[src/rtl/serial_regbank_pkg.sv]
package serial_regbank_pkg;
  localparam int unsigned AW = 12;
  localparam int unsigned DW = 32;
  localparam int unsigned BW = 8;
  localparam int unsigned IW = AW - 2;

  localparam logic [IW-1:0] IX_DATA   = IW'(0);
  localparam logic [IW-1:0] IX_STAT   = IW'(1);
  localparam logic [IW-1:0] IX_FLAG   = IW'(6);
  localparam logic [IW-1:0] IX_LPDIV  = IW'(8);
  localparam logic [IW-1:0] IX_IDIV   = IW'(9);
  localparam logic [IW-1:0] IX_FDIV   = IW'(10);
  localparam logic [IW-1:0] IX_LINE   = IW'(11);
  localparam logic [IW-1:0] IX_CTRL   = IW'(12);
  localparam logic [IW-1:0] IX_LEVEL  = IW'(13);
  localparam logic [IW-1:0] IX_MASK   = IW'(14);
  localparam logic [IW-1:0] IX_RAW    = IW'(15);
  localparam logic [IW-1:0] IX_MASKED = IW'(16);
  localparam logic [IW-1:0] IX_CLEAR  = IW'(17);
  localparam logic [IW-1:0] IX_DMA    = IW'(18);
  localparam logic [IW-1:0] IX_ID_LO  = IW'(10'h3F8);

  localparam int unsigned W_LPDIV = 8;
  localparam int unsigned W_IDIV  = 16;
  localparam int unsigned W_FDIV  = 6;
  localparam int unsigned W_LINE  = 8;
  localparam int unsigned W_CTRL  = 16;
  localparam int unsigned W_LEVEL = 6;
  localparam int unsigned W_MASK  = 11;
  localparam int unsigned W_DMA   = 3;

  localparam logic [W_CTRL-1:0]  CTRL_RST  = W_CTRL'(16'h0300);
  localparam logic [W_LEVEL-1:0] LEVEL_RST = W_LEVEL'(6'h12);

  localparam int unsigned QEN_BIT = 4;
  localparam int unsigned INT_RX  = 4;
  localparam int unsigned INT_TX  = 5;
  localparam int unsigned FL_EMPTY = 4;
  localparam int unsigned FL_FULL  = 6;
  localparam int unsigned FL_TXE   = 7;

  function automatic logic [BW-1:0] id_byte(input logic [2:0] i);
    case (i)
      3'd0: id_byte = 8'h11;
      3'd1: id_byte = 8'h10;
      3'd2: id_byte = 8'h14;
      3'd3: id_byte = 8'h00;
      3'd4: id_byte = 8'h0D;
      3'd5: id_byte = 8'hF0;
      3'd6: id_byte = 8'h05;
      default: id_byte = 8'hB1;
    endcase
  endfunction
endpackage

[src/rtl/sr_cfg_reg.sv]
module sr_cfg_reg #(
  parameter int unsigned W = 8,
  parameter logic [W-1:0] RST = '0
) (
  input  logic         clk,
  input  logic         rst_n,
  input  logic         we,
  input  logic [W-1:0] d,
  output logic [W-1:0] q
);
  always_ff @(posedge clk) begin
    if (!rst_n)  q <= RST;
    else if (we) q <= d;
  end
endmodule

[src/rtl/sr_rx_queue.sv]
module sr_rx_queue #(
  parameter int unsigned DEPTH = 16,
  parameter int unsigned W     = 8,
  localparam int unsigned PW   = (DEPTH > 1) ? $clog2(DEPTH) : 1,
  localparam int unsigned CW   = $clog2(DEPTH + 1)
) (
  input  logic          clk,
  input  logic          rst_n,
  input  logic          flush,
  input  logic          push,
  input  logic [W-1:0]  push_data,
  input  logic          pop,
  output logic [W-1:0]  head,
  output logic [CW-1:0] fill
);
  logic [W-1:0]  mem [DEPTH];
  logic [PW-1:0] wp, rp;
  logic          pop_ok;

  assign pop_ok = pop && (fill != '0);
  assign head   = (fill != '0) ? mem[rp] : '0;

  function automatic logic [PW-1:0] nxt(input logic [PW-1:0] p);
    nxt = (p == PW'(DEPTH - 1)) ? '0 : p + PW'(1);
  endfunction

  always_ff @(posedge clk) begin
    if (!rst_n || flush) begin
      wp   <= '0;
      rp   <= '0;
      fill <= '0;
    end else begin
      if (push)   wp <= nxt(wp);
      if (pop_ok) rp <= nxt(rp);
      fill <= fill + CW'(push) - CW'(pop_ok);
    end
  end

  always_ff @(posedge clk) begin
    if (push && !flush) mem[wp] <= push_data;
  end
endmodule

[src/rtl/sr_irq_ctrl.sv]
module sr_irq_ctrl #(
  parameter int unsigned N = 11
) (
  input  logic         clk,
  input  logic         rst_n,
  input  logic [N-1:0] set_vec,
  input  logic [N-1:0] clr_vec,
  input  logic [N-1:0] mask,
  output logic [N-1:0] raw,
  output logic [N-1:0] masked,
  output logic         irq
);
  always_ff @(posedge clk) begin
    if (!rst_n) raw <= '0;
    else        raw <= (raw & ~clr_vec) | set_vec;
  end
  assign masked = raw & mask;
  assign irq    = |masked;
endmodule

[src/rtl/serial_regbank.sv]
module serial_regbank
  import serial_regbank_pkg::*;
#(
  parameter int unsigned DEPTH   = 16,
  parameter int unsigned RX_TRIG = 1,
  localparam int unsigned CW     = $clog2(DEPTH + 1)
) (
  input  logic          clk,
  input  logic          rst_n,
  input  logic          bus_sel,
  input  logic          bus_we,
  input  logic [AW-1:0] bus_addr,
  input  logic [DW-1:0] bus_wdata,
  output logic [DW-1:0] bus_rdata,
  input  logic          rx_valid,
  output logic          rx_ready,
  input  logic [BW-1:0] rx_data,
  output logic          tx_valid,
  output logic [BW-1:0] tx_data,
  output logic          irq
);
  logic [IW-1:0] idx;
  logic wr, rd;
  assign idx = bus_addr[AW-1:2];
  assign wr  = bus_sel && bus_we;
  assign rd  = bus_sel && !bus_we;

  logic unused_bits;
  assign unused_bits = ^{bus_addr[1:0], bus_wdata[DW-1:16]};

  logic [W_LPDIV-1:0] lpdiv_q;
  logic [W_IDIV-1:0]  idiv_q;
  logic [W_FDIV-1:0]  fdiv_q;
  logic [W_LINE-1:0]  line_q;
  logic [W_CTRL-1:0]  ctrl_q;
  logic [W_LEVEL-1:0] level_q;
  logic [W_MASK-1:0]  mask_q;
  logic [W_DMA-1:0]   dma_q;

  sr_cfg_reg #(.W(W_LPDIV)) u_lpdiv (.clk, .rst_n, .we(wr && idx == IX_LPDIV),
    .d(bus_wdata[W_LPDIV-1:0]), .q(lpdiv_q));
  sr_cfg_reg #(.W(W_IDIV)) u_idiv (.clk, .rst_n, .we(wr && idx == IX_IDIV),
    .d(bus_wdata[W_IDIV-1:0]), .q(idiv_q));
  sr_cfg_reg #(.W(W_FDIV)) u_fdiv (.clk, .rst_n, .we(wr && idx == IX_FDIV),
    .d(bus_wdata[W_FDIV-1:0]), .q(fdiv_q));
  sr_cfg_reg #(.W(W_LINE)) u_line (.clk, .rst_n, .we(wr && idx == IX_LINE),
    .d(bus_wdata[W_LINE-1:0]), .q(line_q));
  sr_cfg_reg #(.W(W_CTRL), .RST(CTRL_RST)) u_ctrl (.clk, .rst_n, .we(wr && idx == IX_CTRL),
    .d(bus_wdata[W_CTRL-1:0]), .q(ctrl_q));
  sr_cfg_reg #(.W(W_LEVEL), .RST(LEVEL_RST)) u_level (.clk, .rst_n, .we(wr && idx == IX_LEVEL),
    .d(bus_wdata[W_LEVEL-1:0]), .q(level_q));
  sr_cfg_reg #(.W(W_MASK)) u_mask (.clk, .rst_n, .we(wr && idx == IX_MASK),
    .d(bus_wdata[W_MASK-1:0]), .q(mask_q));
  sr_cfg_reg #(.W(W_DMA)) u_dma (.clk, .rst_n, .we(wr && idx == IX_DMA),
    .d(bus_wdata[W_DMA-1:0]), .q(dma_q));

  // Receive queue control
  logic          qen, flush, push, pop;
  logic [CW-1:0] rx_count, rx_limit, count_after;
  logic [BW-1:0] head;

  assign qen      = line_q[QEN_BIT];
  assign flush    = wr && (idx == IX_LINE) && (bus_wdata[QEN_BIT] != qen);
  assign rx_limit = qen ? CW'(DEPTH) : CW'(1);
  assign rx_ready = (rx_count < rx_limit) && !flush;
  assign push     = rx_valid && rx_ready;
  assign pop      = rd && (idx == IX_DATA);
  assign count_after = rx_count + CW'(push) - CW'(pop && rx_count != '0);

  sr_rx_queue #(.DEPTH(DEPTH), .W(BW)) u_queue (
    .clk, .rst_n, .flush, .push, .push_data(rx_data), .pop,
    .head, .fill(rx_count)
  );

  logic full_q;
  always_ff @(posedge clk) begin
    if (!rst_n || flush) full_q <= 1'b0;
    else if (push && (!qen || count_after == CW'(DEPTH))) full_q <= 1'b1;
    else if (pop) full_q <= 1'b0;
  end

  // Transmit strobe
  always_ff @(posedge clk) begin
    if (!rst_n) begin
      tx_valid <= 1'b0;
      tx_data  <= '0;
    end else begin
      tx_valid <= wr && (idx == IX_DATA);
      if (wr && idx == IX_DATA) tx_data <= bus_wdata[BW-1:0];
    end
  end

  // Interrupts
  logic [W_MASK-1:0] set_vec, clr_vec, raw_q, masked;
  logic rx_set, rx_clr;
  assign rx_set = push && (count_after >= CW'(RX_TRIG));
  assign rx_clr = pop && (count_after == CW'(RX_TRIG - 1));

  always_comb begin
    set_vec = '0;
    set_vec[INT_RX] = rx_set;
    set_vec[INT_TX] = wr && (idx == IX_DATA);
    clr_vec = (wr && idx == IX_CLEAR) ? bus_wdata[W_MASK-1:0] : '0;
    clr_vec[INT_RX] = clr_vec[INT_RX] | rx_clr;
  end

  sr_irq_ctrl #(.N(W_MASK)) u_irq (
    .clk, .rst_n, .set_vec, .clr_vec, .mask(mask_q),
    .raw(raw_q), .masked, .irq
  );

  // Read mux
  logic [DW-1:0] flags;
  always_comb begin
    flags = '0;
    flags[FL_TXE]   = 1'b1;
    flags[FL_FULL]  = full_q;
    flags[FL_EMPTY] = (rx_count == '0);
  end

  always_comb begin
    bus_rdata = '0;
    if (rd) begin
      if (idx >= IX_ID_LO) bus_rdata = DW'(id_byte(idx[2:0]));
      else begin
        case (idx)
          IX_DATA:   bus_rdata = DW'(head);
          IX_FLAG:   bus_rdata = flags;
          IX_LPDIV:  bus_rdata = DW'(lpdiv_q);
          IX_IDIV:   bus_rdata = DW'(idiv_q);
          IX_FDIV:   bus_rdata = DW'(fdiv_q);
          IX_LINE:   bus_rdata = DW'(line_q);
          IX_CTRL:   bus_rdata = DW'(ctrl_q);
          IX_LEVEL:  bus_rdata = DW'(level_q);
          IX_MASK:   bus_rdata = DW'(mask_q);
          IX_RAW:    bus_rdata = DW'(raw_q);
          IX_MASKED: bus_rdata = DW'(masked);
          IX_DMA:    bus_rdata = DW'(dma_q);
          default:   bus_rdata = '0;
        endcase
      end
    end
  end
endmodule

[config.mk]
export PLATFORM = sky130hd
export DESIGN_NAME = serial_regbank
export DESIGN_NICKNAME = d
export VERILOG_FILES = /design/src/rtl/serial_regbank_pkg.sv /design/src/rtl/sr_cfg_reg.sv /design/src/rtl/sr_rx_queue.sv /design/src/rtl/sr_irq_ctrl.sv /design/src/rtl/serial_regbank.sv
export SDC_FILE = /design/constraint.sdc
export NUM_CORES = 1
export LEC_CHECK = 0
export BUFFER_PORTS_ARGS = -buffer_cell sky130_fd_sc_hd__buf_2
export CAP_MARGIN = 30
export CORE_ASPECT_RATIO = 1.5
export CORE_UTILIZATION = 57
export CTS_CLUSTER_DIAMETER = 200
export DETAILED_ROUTE_END_ITERATION = 10
export PLACE_DENSITY = 0.77
export SETUP_SLACK_MARGIN = 0.3
export SLEW_MARGIN = 15
export SYNTH_ARGS = -nofsm -noshare
export SYNTH_HDL_FRONTEND = slang
export SYNTH_SLANG_ARGS = --single-unit
[constraint.sdc]
create_clock -name clk -period 3.95 [get_ports clk]
set_input_delay 0 -clock clk [delete_from_list [all_inputs] [get_ports clk]]
set_output_delay 0 -clock clk [all_outputs]
set_load 0.05 [all_outputs]
==> flow_metrics.py <==
metrics = {
    "placed_design": {
        "place_hpwl_um": 17500,
        "place_congestion": 0.949,
        "postPlaceCellArea_um2": 11200,
        "io_buffers": 65,
    },
    "setup_path": {
        "worstSetupStartpoint": "u_queue.fill[2]",
        "slowest_delay_ns": 0.46,
        "worstReg2RegStart": "u_queue.fill[2]",
        "critPathCaptureType": "register",
        "crit_top_cell": "ha_1",
        "crit_required_ns": 4.34,
        "cp_slowest_cell": "fa_1",
        "crit_family": "adder cells",
        "rrSetupSlack_ns": 0.65,
        "cp_cell_sequence": "inv_1 -> ha_1 -> nor4b_1 -> buf_4 -> nor2_1 -> ha_1 -> inv_1 -> ha_1 -> fa_1 -> nor4_1 -> mux2i_1 -> nor4_1 -> o22ai_1",
        "path_class": "register to register",
        "worstPathArrival_ns": 3.69,
        "crit_fanout": 7,
        "cp_num_buf_inv": 3,
        "crit_path_start_kind": "register",
    },
    "finish": {
        "n_fill_cell": 1357,
        "diodes": 0,
        "finish.instance_area_um2": 12400,
        "regArea_um2": 6090,
        "fin_nets": 1079,
        "area_growth_pct": 15.1,
        "multi_input_area_um2": 4280,
        "drive_above_1_share_pct": 18.6,
        "finish.utilization_pct": 66.9,
    },
    "route": {
        "totalWireLength_um": 26800,
        "routed_via_density": 6.08,
        "drc": 0,
        "drtIter0Drc": 738,
        "wl_per_cell_um": 21.0,
        "dr.pass1.iters": 5,
        "antenna_left": 0,
        "via_count": 7763,
    },
    "synthesis": {
        "synth_cell_types": 69,
        "syn-cell-area_um2": 10700,
        "synth-async-reset-ratio_pct": 0,
        "ys_ff_latch": 240,
        "ys_seq_area_share_pct": 56.7,
        "avgSynthCellArea_um2": 11.6,
        "ys.flop_type": "edfxtp_1",
        "synth_edf_count": 128,
        "yosys_warnings": 0,
        "netlist_instances": 924,
    },
    "clock_network": {
        "cts_buffers": 24,
        "clock_latency_ns": 0.53,
        "clk_pin_slew_ns": 0.07,
        "cts_root_buf": "clkbuf_16",
        "postCtsSetupBuffers": 0,
        "clkSinkCount": 240,
        "clockBufferDepth": 3,
        "cts_max_level": 1,
        "tritoncts": "built",
    },
    "power": {
        "peakVddDrop_v": 0.000416,
        "power_leakage_nw": 4.42,
        "power_mw": 5.84,
        "power.density_nw_per_um2": 472,
    },
    "floorplan": {
        "die_h_um": 170,
        "ios": 100,
        "die-area_um2": 19400,
        "die_w_um": 114,
        "num_rows": 61,
        "start_util_pct": 58.1,
        "core_um2": 18500,
    },
    "timing": {
        "fin_crit_ns": 3.30,
        "finalMaxSlewViolations": 0,
        "tns_ns": 0,
        "maxClockFrequency_mhz": 303,
        "finClkSkew_ns": 0.0175,
        "grt_setup_unrepaired": "no",
        "setup_viol_count_final": 0,
        "slew_headroom_pct": 31.3,
        "finalHoldViolations": 0,
        "fin_crit_sh_pct": 83.6,
        "tightest_slew_ns": 1.02,
    },
    "global_routing": {
        "grt.overflow.total": 0,
        "antenna_found_initial": 0,
        "grt_max_degree": 59,
        "grt_usage_pct": 27.9,
        "first_global_vias": 7433,
        "grt_pass1_wl_um": 40600,
    },
    "status": {
        "status": "completed",
    },
    "worst_hold_path": {
        "hp-start": "bus_sel",
        "hold_path.class": "input pin to register",
    },
    "run": {
        "maxCapViolations": 0,
    },
}
[layout by cell type (no fill, tap or decap), drive strengths merged, types with 5 or more instances in the layout]
master / netlist / final
nor2: 82 / 82
nor3: 7 / 7
clkbuf: 45 / 32
nand4: 6 / 6
nor4: 11 / 11
nand2b: 5 / 5
a21o: 9 / 9
nand3: 11 / 11
clkinv: 3 / 8
buf: 30 / 88
edfxtp: 128 / 128
and3: 6 / 6
o21ai: 34 / 34
dlygate4sd3: 0 / 29
ha: 14 / 14
conb: 1 / 16
a22oi: 11 / 11
mux2: 11 / 11
mux4: 36 / 36
a21oi: 72 / 72
mux2i: 57 / 57
a221oi: 7 / 7
nand2: 124 / 124
nor2b: 8 / 8
o211ai: 7 / 7
dfxtp: 112 / 112
inv: 17 / 20
and2: 7 / 7
[state kept, by name, indices dropped and copies added, names as in the netlist, named ones only]
name,count
u_lpdiv.q,8
u_line.q,8
u_irq.raw,11
u_queue.wp,4
u_fdiv.q,6
u_idiv.q,16
u_queue.rp,4
u_ctrl.q,16
u_queue.fill,5
full_q,1
u_queue.mem,128
u_mask.q,11
tx_data,8
u_dma.q,3
tx_valid,1
u_level.q,6
[timing repair]
| item | 4_1_cts | 5_1_grt |
|---|---|---|
| endpoints found under the hold margin | 222 | 0 |
| setup endpoints to repair | 0 | 1 |
| gates resized for setup | 0 | 1 |
| hold buffers | 29 | 0 |
[kinds of logic (layout without fill, tap and decap cells)]
kind of cell | count (synthesis) | after routing | share of synthesized area [%]
xor gates and xnor gates | 5 | 5 | 0.408
AOI/OAI and AO/OA | 179 | 179 | 10.5
DFF | 240 | 240 | 56.7
buffers and inverters | 95 | 181 | 4.28
muxes | 104 | 104 | 14.0
adders and majority gates | 15 | 15 | 1.82
other | 1 | 16 | 0.0349
and+or+nand+nor | 285 | 285 | 12.3
[synthesized netlist by cell type (9+ instances only)]
cell / instances / area (um2)
edfxtp_1: 128 / 3840
nand2_1: 124 / 465
dfxtp_1: 112 / 2240
nor2_1: 81 / 304
a21oi_1: 72 / 360
mux2i_1: 57 / 571
clkbuf_1: 45 / 169
mux4_2: 36 / 811
o21ai_0: 33 / 165
buf_4: 19 / 143
inv_1: 16 / 60.1
ha_1: 14 / 175
a22oi_1: 11 / 82.6
mux2_2: 11 / 124
nand3_1: 11 / 55.1
a21o_1: 9 / 67.6
[power breakdown]
group / leakage (nW) / switching (mW) / total (mW) / internal [mW]
combinational: 1.98 / 0.509 / 0.806 / 0.297
clock: 0.382 / 0.959 / 2.28 / 1.32
sequential: 2.06 / 0.0410 / 2.75 / 2.71
total: 4.42 / 1.51 / 5.84 / 4.33
[final timing paths]
path             endpoint  cells after the start
max          u_irq.raw[4]                     13
min reg2reg  u_irq.raw[7]                      2
max reg2reg  u_irq.raw[4]                     13
min          u_irq.raw[3]                      5
[stage by stage]
stage               setup WS, ns  cells  hold WS (ns)
floorplan                  0.659    939        0.0870
global placement           0.538   1200         0.230
detailed placement         0.439   1200         0.233
CTS                        0.550   1273        0.0734
global route               0.439   1277         0.110
finish                     0.649   1277        0.0975
[layer usage]
layer,wire length [um],global-route usage (%)
met1,9680,31.1
met2,13900,49.7
met3,1540,4.34
met4,1660,16.5
met5,0,0
[tightest hold or removal path, cell delays in order]
cell and delay (ns):
buf_2 0.11, nand4b_1 0.10, nor4_2 0.04, buf_4 0.19, a21oi_1 0.14
[final cells by class]
| type | count | area share [%] |
|---|---|---|
| Inverter | 20 | 0.607 |
| Timing Repair Buffer | 117 | 6.61 |
| Clock inverter | 12 | 1.07 |
| Sequential cell | 240 | 49.2 |
| Tap cell | 252 | 2.55 |
| Multi-Input combinational cell | 604 | 34.6 |
| Clock buffer | 32 | 5.34 |
No activity file was read; power rests on OpenSTA's default activity.
